### config.mk
export PLATFORM = sky130hd
export DESIGN_NAME = pwr_mode_ctrl
export DESIGN_NICKNAME = d
export VERILOG_FILES = /design/src/rtl/pmc_pkg.sv /design/src/rtl/pmc_cfg_reg.sv /design/src/rtl/pmc_wake.sv /design/src/rtl/pmc_fsm.sv /design/src/rtl/pmc_unit_gate.sv /design/src/rtl/pwr_mode_ctrl.sv
export SDC_FILE = /design/constraint.sdc
export NUM_CORES = 1
export LEC_CHECK = 0
export ABC_CLOCK_PERIOD_IN_PS = 2100
export BUFFER_PORTS_ARGS = -buffer_cell sky130_fd_sc_hd__buf_2
export CORE_AREA = 4 4 41 43
export CTS_BUF_LIST = sky130_fd_sc_hd__clkbuf_16
export CTS_CLUSTER_DIAMETER = 200
export DETAILED_ROUTE_END_ITERATION = 8
export DIE_AREA = 0 0 45 47
export GPL_TIMING_DRIVEN = 0
export PLACE_DENSITY = 0.55
export SYNTH_ARGS = -nofsm -noshare
export SYNTH_HDL_FRONTEND = slang
export SYNTH_SLANG_ARGS = --single-unit
### constraint.sdc
create_clock -name clk -period 2.1 [get_ports clk]
set_clock_uncertainty 0.15 [all_clocks]
set_input_delay 0.63 -clock clk [delete_from_list [all_inputs] [get_ports clk]]
set_output_delay 0.63 -clock clk [all_outputs]
set_load 0.02 [all_outputs]
### src/rtl/pmc_pkg.sv
package pmc_pkg;
    typedef enum logic [1:0] {
        ST_FULL_ON = 2'd0,
        ST_DOZE    = 2'd1,
        ST_NAP     = 2'd2,
        ST_SLEEP   = 2'd3
    } pmc_state_e;

    localparam logic [1:0] MODE_NONE  = 2'd0;
    localparam logic [1:0] MODE_DOZE  = 2'd1;
    localparam logic [1:0] MODE_NAP   = 2'd2;
    localparam logic [1:0] MODE_SLEEP = 2'd3;
endpackage

### src/rtl/pmc_cfg_reg.sv
module pmc_cfg_reg (
    input  logic clk,
    input  logic rst_n,
    input  logic wr,
    input  logic wdata,
    output logic dyn_q
);
    always_ff @(posedge clk or negedge rst_n) begin
        if (!rst_n) begin
            dyn_q <= 1'b0;
        end else if (wr) begin
            dyn_q <= wdata;
        end
    end
endmodule

### src/rtl/pmc_wake.sv
module pmc_wake
    import pmc_pkg::*;
(
    input  pmc_state_e state,
    input  logic       ext_irq,
    input  logic       dec_irq,
    output logic       wake
);
    // The set of services kept alive decides which events can wake a state.
    always_comb begin
        unique case (state)
            ST_FULL_ON: wake = 1'b0;
            ST_DOZE:    wake = ext_irq | dec_irq;
            ST_NAP:     wake = ext_irq | dec_irq;
            ST_SLEEP:   wake = ext_irq;
            default:    wake = 1'b0;
        endcase
    end
endmodule

### src/rtl/pmc_fsm.sv
module pmc_fsm
    import pmc_pkg::*;
(
    input  logic       clk,
    input  logic       rst_n,
    input  logic       enter_req,
    input  logic [1:0] mode_sel,
    input  logic       wake,
    output pmc_state_e state_q,
    output logic       units_allowed,
    output logic       snoop_en,
    output logic       dec_en
);
    pmc_state_e state_d;

    always_comb begin
        state_d = state_q;
        unique case (state_q)
            ST_FULL_ON: begin
                if (enter_req) begin
                    unique case (mode_sel)
                        MODE_DOZE:  state_d = ST_DOZE;
                        MODE_NAP:   state_d = ST_NAP;
                        MODE_SLEEP: state_d = ST_SLEEP;
                        default:    state_d = ST_FULL_ON;
                    endcase
                end
            end
            ST_DOZE, ST_NAP, ST_SLEEP: begin
                if (wake) begin
                    state_d = ST_FULL_ON;
                end
            end
            default: state_d = ST_FULL_ON;
        endcase
    end

    always_ff @(posedge clk or negedge rst_n) begin
        if (!rst_n) begin
            state_q <= ST_FULL_ON;
        end else begin
            state_q <= state_d;
        end
    end

    always_comb begin
        unique case (state_q)
            ST_FULL_ON: begin
                units_allowed = 1'b1;
                snoop_en      = 1'b1;
                dec_en        = 1'b1;
            end
            ST_DOZE: begin
                units_allowed = 1'b0;
                snoop_en      = 1'b1;
                dec_en        = 1'b1;
            end
            ST_NAP: begin
                units_allowed = 1'b0;
                snoop_en      = 1'b0;
                dec_en        = 1'b1;
            end
            ST_SLEEP: begin
                units_allowed = 1'b0;
                snoop_en      = 1'b0;
                dec_en        = 1'b0;
            end
            default: begin
                units_allowed = 1'b1;
                snoop_en      = 1'b1;
                dec_en        = 1'b1;
            end
        endcase
    end
endmodule

### src/rtl/pmc_unit_gate.sv
module pmc_unit_gate #(
    parameter int NUM_UNITS = 5
) (
    input  logic                 units_allowed,
    input  logic                 dyn_en,
    input  logic [NUM_UNITS-1:0] busy,
    output logic [NUM_UNITS-1:0] clk_en
);
    for (genvar i = 0; i < NUM_UNITS; i++) begin : g_unit
        assign clk_en[i] = units_allowed & (~dyn_en | busy[i]);
    end
endmodule

### src/rtl/pwr_mode_ctrl.sv
module pwr_mode_ctrl
    import pmc_pkg::*;
#(
    parameter int NUM_UNITS = 5
) (
    input  logic                 clk,
    input  logic                 rst_n,
    input  logic                 cfg_wr,
    input  logic                 cfg_dyn_en,
    input  logic [1:0]           mode_sel,
    input  logic                 enter_req,
    input  logic                 ext_irq,
    input  logic                 dec_irq,
    input  logic [NUM_UNITS-1:0] unit_busy,
    output logic [NUM_UNITS-1:0] unit_clk_en,
    output logic                 snoop_en,
    output logic                 dec_en,
    output logic [1:0]           state_o
);
    pmc_state_e state_q;
    logic       dyn_q;
    logic       wake;
    logic       units_allowed;

    pmc_cfg_reg u_cfg (
        .clk   (clk),
        .rst_n (rst_n),
        .wr    (cfg_wr),
        .wdata (cfg_dyn_en),
        .dyn_q (dyn_q)
    );

    pmc_wake u_wake (
        .state   (state_q),
        .ext_irq (ext_irq),
        .dec_irq (dec_irq),
        .wake    (wake)
    );

    pmc_fsm u_fsm (
        .clk           (clk),
        .rst_n         (rst_n),
        .enter_req     (enter_req),
        .mode_sel      (mode_sel),
        .wake          (wake),
        .state_q       (state_q),
        .units_allowed (units_allowed),
        .snoop_en      (snoop_en),
        .dec_en        (dec_en)
    );

    pmc_unit_gate #(.NUM_UNITS(NUM_UNITS)) u_gate (
        .units_allowed (units_allowed),
        .dyn_en        (dyn_q),
        .busy          (unit_busy),
        .clk_en        (unit_clk_en)
    );

    assign state_o = state_q;
endmodule

# After elaboration in Yosys (flattened, before gate mapping)
# Index checks and enable logic that the tools add are counted.
[op_classes]
eq_ne = 8
muxes = 8
n_bitwise = 12
n_reduce_logical = 7
[ops]
columns = ["cell", "n"]
rows = [
  ["$eq 2x2->1 const B", 4],
  ["$or 1x1->1", 6],
  ["$pmux 1 s2", 3],
  ["$pmux 2 s3", 1],
  ["$reduce_or 2->1", 3],
  ["$reduce_or 3->1", 2],
  ["$and 1x1->1", 5],
  ["$eq 2x1->1 const B", 2],
  ["$mux 2", 2],
  ["$pmux 2 s2", 1],
  ["$pmux 1 s3", 1],
  ["$logic_not 2->1", 1],
  ["$ne 2x1->1 const B", 1],
  ["$ne 2x2->1 const B", 1],
  ["$reduce_and 2->1", 1],
  ["$not 1->1", 1],
]
[totals]
register_bits = 3
inputBits = 14
output_inout_bits = 9
word_cells = 37

# Longest topological paths before layout
# Gate-level depths: netlist of run 1.
[logic_depth]
depth_word = 5
mapped_depth = 5

# Cells and area by module
# Synthesis of run 1 repeated with hierarchy kept, for this count alone.
[unflattened]
cells_unflattened = 30
hier_area_um2 = 240.2
[by_module_without_submodules]
columns = ["mod", "instances", "cells_per_inst", "area_per_inst_um2"]
rows = [
  ["pmc_fsm", 1, 11, 93.8],
  ["pmc_unit_gate", 1, 10, 60.1],
  ["pmc_wake", 1, 7, 46.3],
  ["pmc_cfg_reg", 1, 2, 40.0],
]

# Worst setup path before layout of run 1
# Ideal clock, no wire load.
[synth_timing]
path_type = "register to output"
from = "register u_fsm.state_q[0]"
to = "output unit_clk_en[0]"
arrival_ps = 1386
t_required_ps = 1320
setup_slack_ps = -66
stages_incl_launch_ff = 4
path_buffers = 0
path_cell_list = "dfrtp_1 -> inv_1 -> ha_1 -> a21boi_0"
[synth_via]
elab_chain_cells = 4
word_cells_on_any_way = 7
[synth_rtl]
columns = ["item", "line", "text"]
rows = [
  ["start, declared", "pmc_fsm.sv:9", "output pmc_state_e state_q,"],
  ["start signal, assigned", "pmc_fsm.sv:42", "state_q <= state_d;"],
  ["$eq 2x1->1 / $eq 2x2->1 (equally long branches)", "pmc_fsm.sv:47", "unique case (state_q)"],
  ["$reduce_or 3->1 (no line)", "-", ""],
  ["$pmux 1 s2 (*)", "pmc_fsm.sv:47", ""],
  ["$and 1x1->1 (*)", "pmc_unit_gate.sv:10", "assign clk_en[i] = units_allowed & (~dyn_en | busy[i]);"],
  ["end, declared", "pwr_mode_ctrl.sv:15", "output logic [NUM_UNITS-1:0] unit_clk_en,"],
]
# Mark *: on every way between the ends. The rest lies on a longest branch, timed or not.

# Worst setup path after layout of run 1
[layout_timing]
from = "register u_fsm.state_q[1]"
to = "output unit_clk_en[4]"
# Same word-level chain as after synthesis.

==> results of run 1 <==
## repair_timing
item                                    CTS  global route
hold buffers                              0             0
endpoints found under the setup margin    5             5
buffers inserted                          0             2
cloned                                    0             0
resized for setup                         3             4
## stage by stage
step                hold WS [ns]  util (%)  cells
CTS                      0.04505     38.94     73
global placement          0.2769     31.92     69
global route             0.04919     40.19     75
floorplan                 0.1844         -     32
finish                   0.04667     40.19     75
detailed placement        0.2797     31.92     69
## worst register-to-register path, cell delays in order, from the launching register on
cell     delay, ns
dfrtp_1       0.37
inv_2         0.08
buf_4         0.13
ha_1          0.18
nor2b_4       0.13
o31ai_1       0.22
mux2i_1       0.11
## cells in the mapped netlist
cell type	count
inv_1	10
a21boi_0	5
ha_1	4
dfrtp_1	3
mux2i_1	2
nor2_1	2
o31ai_1	2
a21oi_1	1
mux2_2	1
nand2b_4	1
nor2b_4	1
## kinds of logic after synthesis
logic type / after synthesis
multiplexers: 3
flip-flops: 3
AND/OR/NAND/NOR: 4
buffers and inverters: 10
adder cells (fa/ha/maj): 4
AO/OA/AOI/OAI: 8
## routing by layer
layer / vias up / part of all wire [%] / wire (um) / GRT usage, %
met5: - / 0 / 0 / 0
met2: 13 / 47 / 335 / 12.15
met4: 0 / 0 / 0 / 7.018
li1: 156 / - / - / -
met1: 134 / 45 / 317 / 10.30
met3: 0 / 8.2 / 58 / 2.682
## registers in the layout, summed over array words and instances, names as in the netlist
register       count
u_cfg.dyn_q        1
u_fsm.state_q      2
## worst min-delay path by stage
stage,start,to,cells past startpoint
2_1_floorplan,rst_n,u_cfg.dyn_q,0
4_1_cts,rst_n,u_cfg.dyn_q,1
5_1_grt,rst_n,u_cfg.dyn_q,1
3_3_place_gp,rst_n,u_cfg.dyn_q,1
6_report,rst_n,u_cfg.dyn_q,1
3_5_place_dp,rst_n,u_cfg.dyn_q,1
## cell type report
cell class | count | area, um2 | share of cell area, %
Clock buffer | 3 | 75.07 | 14.35
Multi-Input combinational cell | 19 | 186.4 | 35.65
Clock inverter | 1 | 3.754 | 0.7177
Timing Repair Buffer | 24 | 125.1 | 23.92
Sequential cell | 3 | 76.32 | 14.59
Inverter | 10 | 37.54 | 7.177
Tap cell | 15 | 18.77 | 3.589
## power by group
part	switching [mW]	internal, mW	total [mW]
Combinational	0.261	0.213	0.474
Clock	0.0515	0.245	0.297
Sequential	0.0245	0.0806	0.105
==> run metrics, run 1 <==
first-pass GRT wire length=1.255 mm; Final period util=96.64%; critical path cell sequence=inv_2 -> ha_4 -> a21boi_0 -> buf_2; routability congestion estimate=0.7075; Port-buffer cells=22; Gate Count Post-Synth=32; Final setup viols=0; Clock Sinks=3; Synth Area in Compound Gates=20.09%; Layout area overhead=82.53%; clk root buf=clkbuf_16; Starting Density=22.02%; reg2reg end=u_fsm.state_q[0]; DR DRC count=0; Post-Synth Adder-Cell Area=17.47%; Critical Path Sink Type=output pin; initial DRC count=7; FF+latch count, synth=3; Post-Synth XOR/XNOR Area=0%; detailed placement HPWL=586.2 um; crit path kind=reg -> out; WL/cell=9.467 um; synth warn=0; final worst slack=0.07047 ns; initial antenna violation count=0; RSZ-0062 raised after global routing=false; critical path depth=4; Avg Cell Area, Syn=8.954 um2; Final ANT Viol Nets=0; gr usage total=8.472%; PD cells=1675 nW/um2; vias in the first global route=316; layout cell share with drive strength beyond 1=56.67%; Die Y-Extent=47 um; largest family of logic cells by synthesized area=compound AO/OA/AOI/OAI gates; r2r setup slk=0.60 ns; Core Footprint=1301 um2; ant diodes=0; post-synthesis mux area share=10.92%; area leader, netlist=dfrtp_1; DR pass1 iterations=2; Net Count, Synth=50; TritonCTS clock tree=done; Top delay family on crit path=flip-flops; critical path arrival=1.25 ns; slowest stage delay, CP=0.43 ns; Yosys top cell area share=26.20%; IO Pins=23; WP data required=1.32 ns; FF-to-FF path depth=6; full die area=2115 um2; vias per inst=4.040; synth top area cells=dfrtp_1, ha_1, a21boi_0; post-synthesis sequential area ratio=26.20%; status=complete, no violations; post-synthesis simple-gate area fraction=12.23%; Peak VDD IR=0.6261 mV; Place WS=0.1039 ns; most common cell after layout, fill and taps aside=buf_2; clk_lat worst skew=0.22 ns; Filler cells=140; slew margin rel.=86.88%; final count of pins violating max slew=0; remaining global-route overflow=0; Worst-path clk slew=0.03 ns; Bufs and invs on worst path=2; final hold vios=0; setup TNS=0 ns; maximum clock frequency=0.4927 GHz; nets@finish=79; Crit Path Max Fanout=6; reg2reg start=u_fsm.state_q[0]; MaxCap Viol Count=0; Area after DPL=415.4 um2; Vias=303; CTS Buf Count=3; final wirelength=710 um; crit path to=unit_clk_en[4]; largest net degree at the start of global routing=7; crit path launch type=flop; worst-margin pin slew=0.1952 ns; Clock Path Buffers=2; Worst Setup SP=u_fsm.state_q[1]; H-tree depth=1; crit path time final=2.030 ns; critical path's slowest cell=dfrtp_2; Synth cell types=11; Die X=45 um; final instance area=523.0 um2; FP Rows=13; P_leak=0.3055 nW; Pwr Total=0.8758 mW; most frequent cells in the layout=buf_2, inv_1, a21boi_0, ha_1, clkbuf_16; Worst Hold Class=in -> async; Mapped Area=286.5 um2
(Power assumes the default switching activity.)
==> inputs of run 2 (changes only) <==
CTS_BUF_LIST = unset   (was sky130_fd_sc_hd__clkbuf_16)
==> run 2 against run 1 <==
Sequential share of layout area rose by 0.89 points; register-to-register slack got worse by 0.04 ns; design area fell by 5.7%; hold slack worse by 0.017 ns; clock power fell by 65%; die area is the same; sequential cell count unchanged; worst setup slack got worse by 0.0033 ns; non-clock buffer count is 3 higher; critical endpoint is now unit_clk_en[2]; largest cell class unchanged; highest routed layer unchanged.
==> run metrics, run 2 (synthesis results as in run 1) <==
status=complete, no violations; initial antenna violation count=0; Critical Path Sink Type=output pin; Sequential Area=76.32 um2; initial DRC count=0; Core Footprint=1301 um2; remaining global-route overflow=0; nets@finish=82; Vias=311; WP data required=1.32 ns; gr usage total=8.314%; crit path launch type=flop; Clock Sinks=3; Final ANT Viol Nets=0; CTS Buf Count=3; routability congestion estimate=0.7075; Port-buffer cells=22; DR pass1 iterations=1; final count of pins violating max slew=0; slew margin rel.=86.72%; Die Y-Extent=47 um; detailed placement HPWL=586.2 um; GR Util met1=9.611%; vias in the first global route=313; FP Rows=13; DR DRC count=0; Worst-path clk slew=0.04 ns; Finished Core Util=37.88%; Seq pwr share=14.5%; multi-input logic area=186.4 um2; placed instance count=69; PD cells=1480 nW/um2; Internal Power=0.3984 mW; P_leak=0.2937 nW; Die X=45 um; Worst Hold Class=in -> async; global route hottest layer=met2; maximum clock frequency=0.4919 GHz; met3 Use GR=2.682%; clk_lat worst skew=0.24 ns; layout cell share with drive strength beyond 1=58.73%; Final period util=96.80%; clock power share=14.3%; Starting Density=22.02%; met2 usage in global routing=12.43%; most frequent cells in the layout=buf_2, inv_1, buf_4; worst-margin pin slew=0.1976 ns; Final setup viols=0; WL/cell=9.846 um; TritonCTS clock tree=done; Pwr Total=0.7296 mW; MaxCap Viol Count=0; Layout Cells excl Fill=78; Combinational Power Share=71.2%; full die area=2115 um2; Top reg by flops=u_fsm.state_q; ant diodes=0; most common cell after layout, fill and taps aside=buf_2; crit path time final=2.033 ns; switching share of power=45.40%; H-tree depth=1; clk root buf=clkbuf_4; final hold vios=0; Layout area overhead=72.05%; first-pass GRT wire length=1.214 mm; Place WS=0.1039 ns; crit path kind=reg -> out; critical path arrival=1.25 ns; Filler cells=152; final wirelength=768 um; final worst slack=0.06719 ns; number of flip-flops in the largest register=2; setup TNS=0 ns; Peak VDD IR=0.6421 mV; largest net degree at the start of global routing=7; IO Pins=23; # hold bufs at CTS=0; vias per inst=3.987; Crit Path Max Fanout=6; Clock Path Buffers=2; Largest regs=u_fsm.state_q: 2 flops, u_cfg.dyn_q: 1 flops; switching pwr=0.3312 mW
run 2: changes by cell type in the layout (fill, tap and decap cells not counted):
cell | previous run | this run
a21boi_0 | 3 | 2
a21boi_1 | 2 | 3
buf_4 | 2 | 5
clkbuf_1 | 0 | 1
clkbuf_16 | 3 | 0
clkbuf_4 | 0 | 3
inv_1 | 9 | 8
run 2: path summary, 6_finish.rpt:
| check | cells after the start | startpoint | to | slack (ns) |
|---|---|---|---|---|
| worst max-delay path | 4 | u_fsm.state_q[1] | unit_clk_en[2] | 0.07 |
| worst max register to register | 6 | u_fsm.state_q[0] | u_fsm.state_q[0] | 0.56 |
| min in group clk | 1 | u_cfg.dyn_q | u_cfg.dyn_q | 0.47 |
| worst min-delay path | 1 | rst_n | u_cfg.dyn_q | 0.03 |
| worst min register to register | 1 | u_cfg.dyn_q | u_cfg.dyn_q | 0.47 |
| max in group asynchronous | 1 | rst_n | u_fsm.state_q[1] | 1.65 |
run 2: area by class of cell:
| class | count | share of cell area [%] |
|---|---|---|
| Inverter | 10 | 7.614 |
| Timing Repair Buffer | 27 | 29.95 |
| Sequential cell | 3 | 15.48 |
| Multi-Input combinational cell | 19 | 37.82 |
| Tap cell | 15 | 3.807 |
| Clock buffer | 4 | 5.330 |
run 2: routing by layer:
layer | part of all wire, % | vias to the layer above | wire (um)
li1 | - | 162 | -
met1 | 42 | 134 | 324
met2 | 49 | 15 | 373
met3 | 9.1 | 0 | 70
met4 | 0 | 0 | 0
met5 | 0 | - | 0
run 2: through the flow:
step	cell area [um2]	hold slack [ns]
4_1_cts	469.2	0.02113
6_report	493.0	0.03013
3_3_place_gp	415.4	0.2769
2_1_floorplan	286.5	0.1844
5_1_grt	493.0	0.02500
3_5_place_dp	415.4	0.2797
run 2: power groups by stage:
stage | registers [mW] | logic (mW) | clock network, mW
after global routing | 0.109 | 0.567 | 0.114
after global placement | 0.105 | 0.417 | 0
after detailed placement | 0.105 | 0.425 | 0
final | 0.106 | 0.519 | 0.105
after floorplan | 0.121 | 0.278 | 0
after CTS | 0.105 | 0.477 | 0.111
run 2: worst max-delay path, cell delays in order (launching register included):
cell	delay, ns
dfrtp_2	0.42
inv_2	0.09
ha_4	0.15
a21boi_0	0.16
buf_2	0.18
run 2: timing repair:
item / CTS / global route
pin swaps: 0 / 1
endpoints found under the setup margin: 5 / 5
endpoints found under the hold margin: 0 / 0
gates resized for setup: 4 / 4
setup buffers: 2 / 3
==> inputs of run 3 (changes only) <==
CORE_AREA = 2 2 39 41   (was 4 4 41 43)
DIE_AREA = 0 0 41 43   (was 0 0 45 47)
==> run 3 against run 2 <==
Die area down 17%; routed wire length decreased by 22%; largest power group unchanged; first-iteration DRC count rose by 2; critical endpoint is now unit_clk_en[1]; sequential cell count stayed put; clock power shrank 4%; maximum frequency rose by 0.42%; cell count shrank 2.6%; register-to-register slack improved by 0.02 ns; sequential power about the same; design area down 3.8%.
==> run metrics, run 3 (synthesis results as in run 1) <==
switching pwr=0.3081 mW; Final ANT Viol Nets=0; Min Hold Slack=0.03600 ns; PD cells=1434 nW/um2; layout cell share with drive strength beyond 1=56.67%; clk_lat worst skew=0.23 ns; Vias=293; RSZ-0062 raised after global routing=false; FF-to-FF path depth=6; P_leak=0.2792 nW; largest net degree at the start of global routing=7; most frequent cells in the layout=buf_2, inv_1; gr usage total=7.839%; CTS Buf Count=3; remaining global-route overflow=0; ant diodes=0; worst-margin pin slew=0.2069 ns; Critical Path Sink Type=output pin; Core Footprint=1384 um2; Filler cells=164; Layout area overhead=65.50%; Pwr Total=0.6798 mW; WP data required=1.32 ns; TritonCTS clock tree=done; Combinational Power Share=69.5%; Die X=41 um; Starting Density=20.71%; vias in the first global route=272; Worst Hold Class=in -> async; reg2reg end=u_fsm.state_q[0]; status=complete, no violations; WL/cell=7.882 um; IO Pins=23; initial DRC count=2; vias per inst=3.855; Internal Power=0.3718 mW; reg2reg start=u_fsm.state_q[0]; Clock Sinks=3; first-pass GRT wire length=931 um; FP Rows=14; Crit Path Max Fanout=6; MaxCap Viol Count=0; Clock Path Buffers=2; clk root buf=clkbuf_4; Final setup viols=0; r2r setup slk=0.58 ns; final wirelength=599 um; Largest regs=u_fsm.state_q: 2 flops, u_cfg.dyn_q: 1 flops; DR pass1 iterations=3; final hold vios=0; Final period util=96.40%; most common cell after layout, fill and taps aside=buf_2; crit path time final=2.024 ns; slew margin rel.=86.09%; Top reg by flops=u_fsm.state_q; DR DRC count=0; routability congestion estimate=0.6042; H-tree depth=1; number of flip-flops in the largest register=2; detailed placement HPWL=496 um; crit path kind=reg -> out; initial antenna violation count=0; Port-buffer cells=22; maximum clock frequency=0.4940 GHz; crit path launch type=flop; clock power share=14.9%; # hold bufs at CTS=0; Seq pwr share=15.6%; switching share of power=45.31%; final count of pins violating max slew=0; critical path arrival=1.24 ns; Die Y-Extent=43 um; Worst-path clk slew=0.04 ns; Peak VDD IR=0.4129 mV; nets@finish=79; full die area=1763 um2
==> run 3: changes by cell type in the layout (fill, tap and decap cells not counted), sizes merged <==
cell / delta
buf: -3
==> run 3: power by group through the flow <==
stage          logic (mW)  clock network [mW]  registers (mW)
2_1_floorplan       0.278                   0           0.121
3_5_place_dp        0.420                   0           0.103
3_3_place_gp        0.415                   0           0.103
6_report            0.473               0.101           0.106
4_1_cts             0.446               0.106           0.105
5_1_grt             0.523               0.109           0.112
==> run 3: worst max path at each step <==
stage | start | end | slack (ns) | cells past startpoint
after floorplan | u_fsm.state_q[0] | unit_clk_en[0] | -0.07 | 3
after global placement | u_fsm.state_q[0] | unit_clk_en[0] | 0.14 | 4
after detailed placement | u_fsm.state_q[0] | unit_clk_en[4] | 0.11 | 4
after CTS | u_fsm.state_q[0] | unit_clk_en[4] | 0.01 | 4
after global routing | u_fsm.state_q[1] | unit_clk_en[0] | 0.006 | 4
final | u_fsm.state_q[1] | unit_clk_en[1] | 0.08 | 4
==> run 3: final cells by class <==
cell class | count | area, um2 | share of cell area, %
tap | 16 | 20.02 | 4.222
inverter | 10 | 37.54 | 7.916
timing repair buffer | 24 | 127.6 | 26.91
sequential | 3 | 76.32 | 16.09
multi-input combinational | 19 | 186.4 | 39.31
clock buffer | 4 | 26.28 | 5.541
==> run 3: stage by stage <==
step                setup TNS (ns)  cells  utilization [%]  cell area, um2  setup WS (ns)
finish                           0     76            34.27           474.2        0.07568
global route                     0     76            34.27           474.2       0.005635
CTS                              0     74            32.91           455.4        0.01220
detailed placement               0     70            30.11           416.7         0.1072
global placement                 0     70            30.11           416.7         0.1360
floorplan                  -0.3291     32                -           286.5       -0.06581
==> run 3: repair_timing <==
item	in CTS	in global routing
setup buffers	0	2
pin swaps	0	1
cloned	0	0
setup endpoints to repair	5	5
gates resized for setup	4	5
==> run 3: worst max-delay path, stage by stage (launching register included) <==
cell      delay [ns]
dfrtp_2         0.43
inv_2           0.09
ha_4            0.15
a21boi_0        0.16
buf_2           0.18
==> run 3: routing by layer <==
metal	GRT usage [%]	part of all wire, %	vias up
li1	-	-	156
met1	7.742	37	127
met2	12.81	54	10
met3	2.094	8.2	0
met4	6.000	0	0
met5	0	0	-
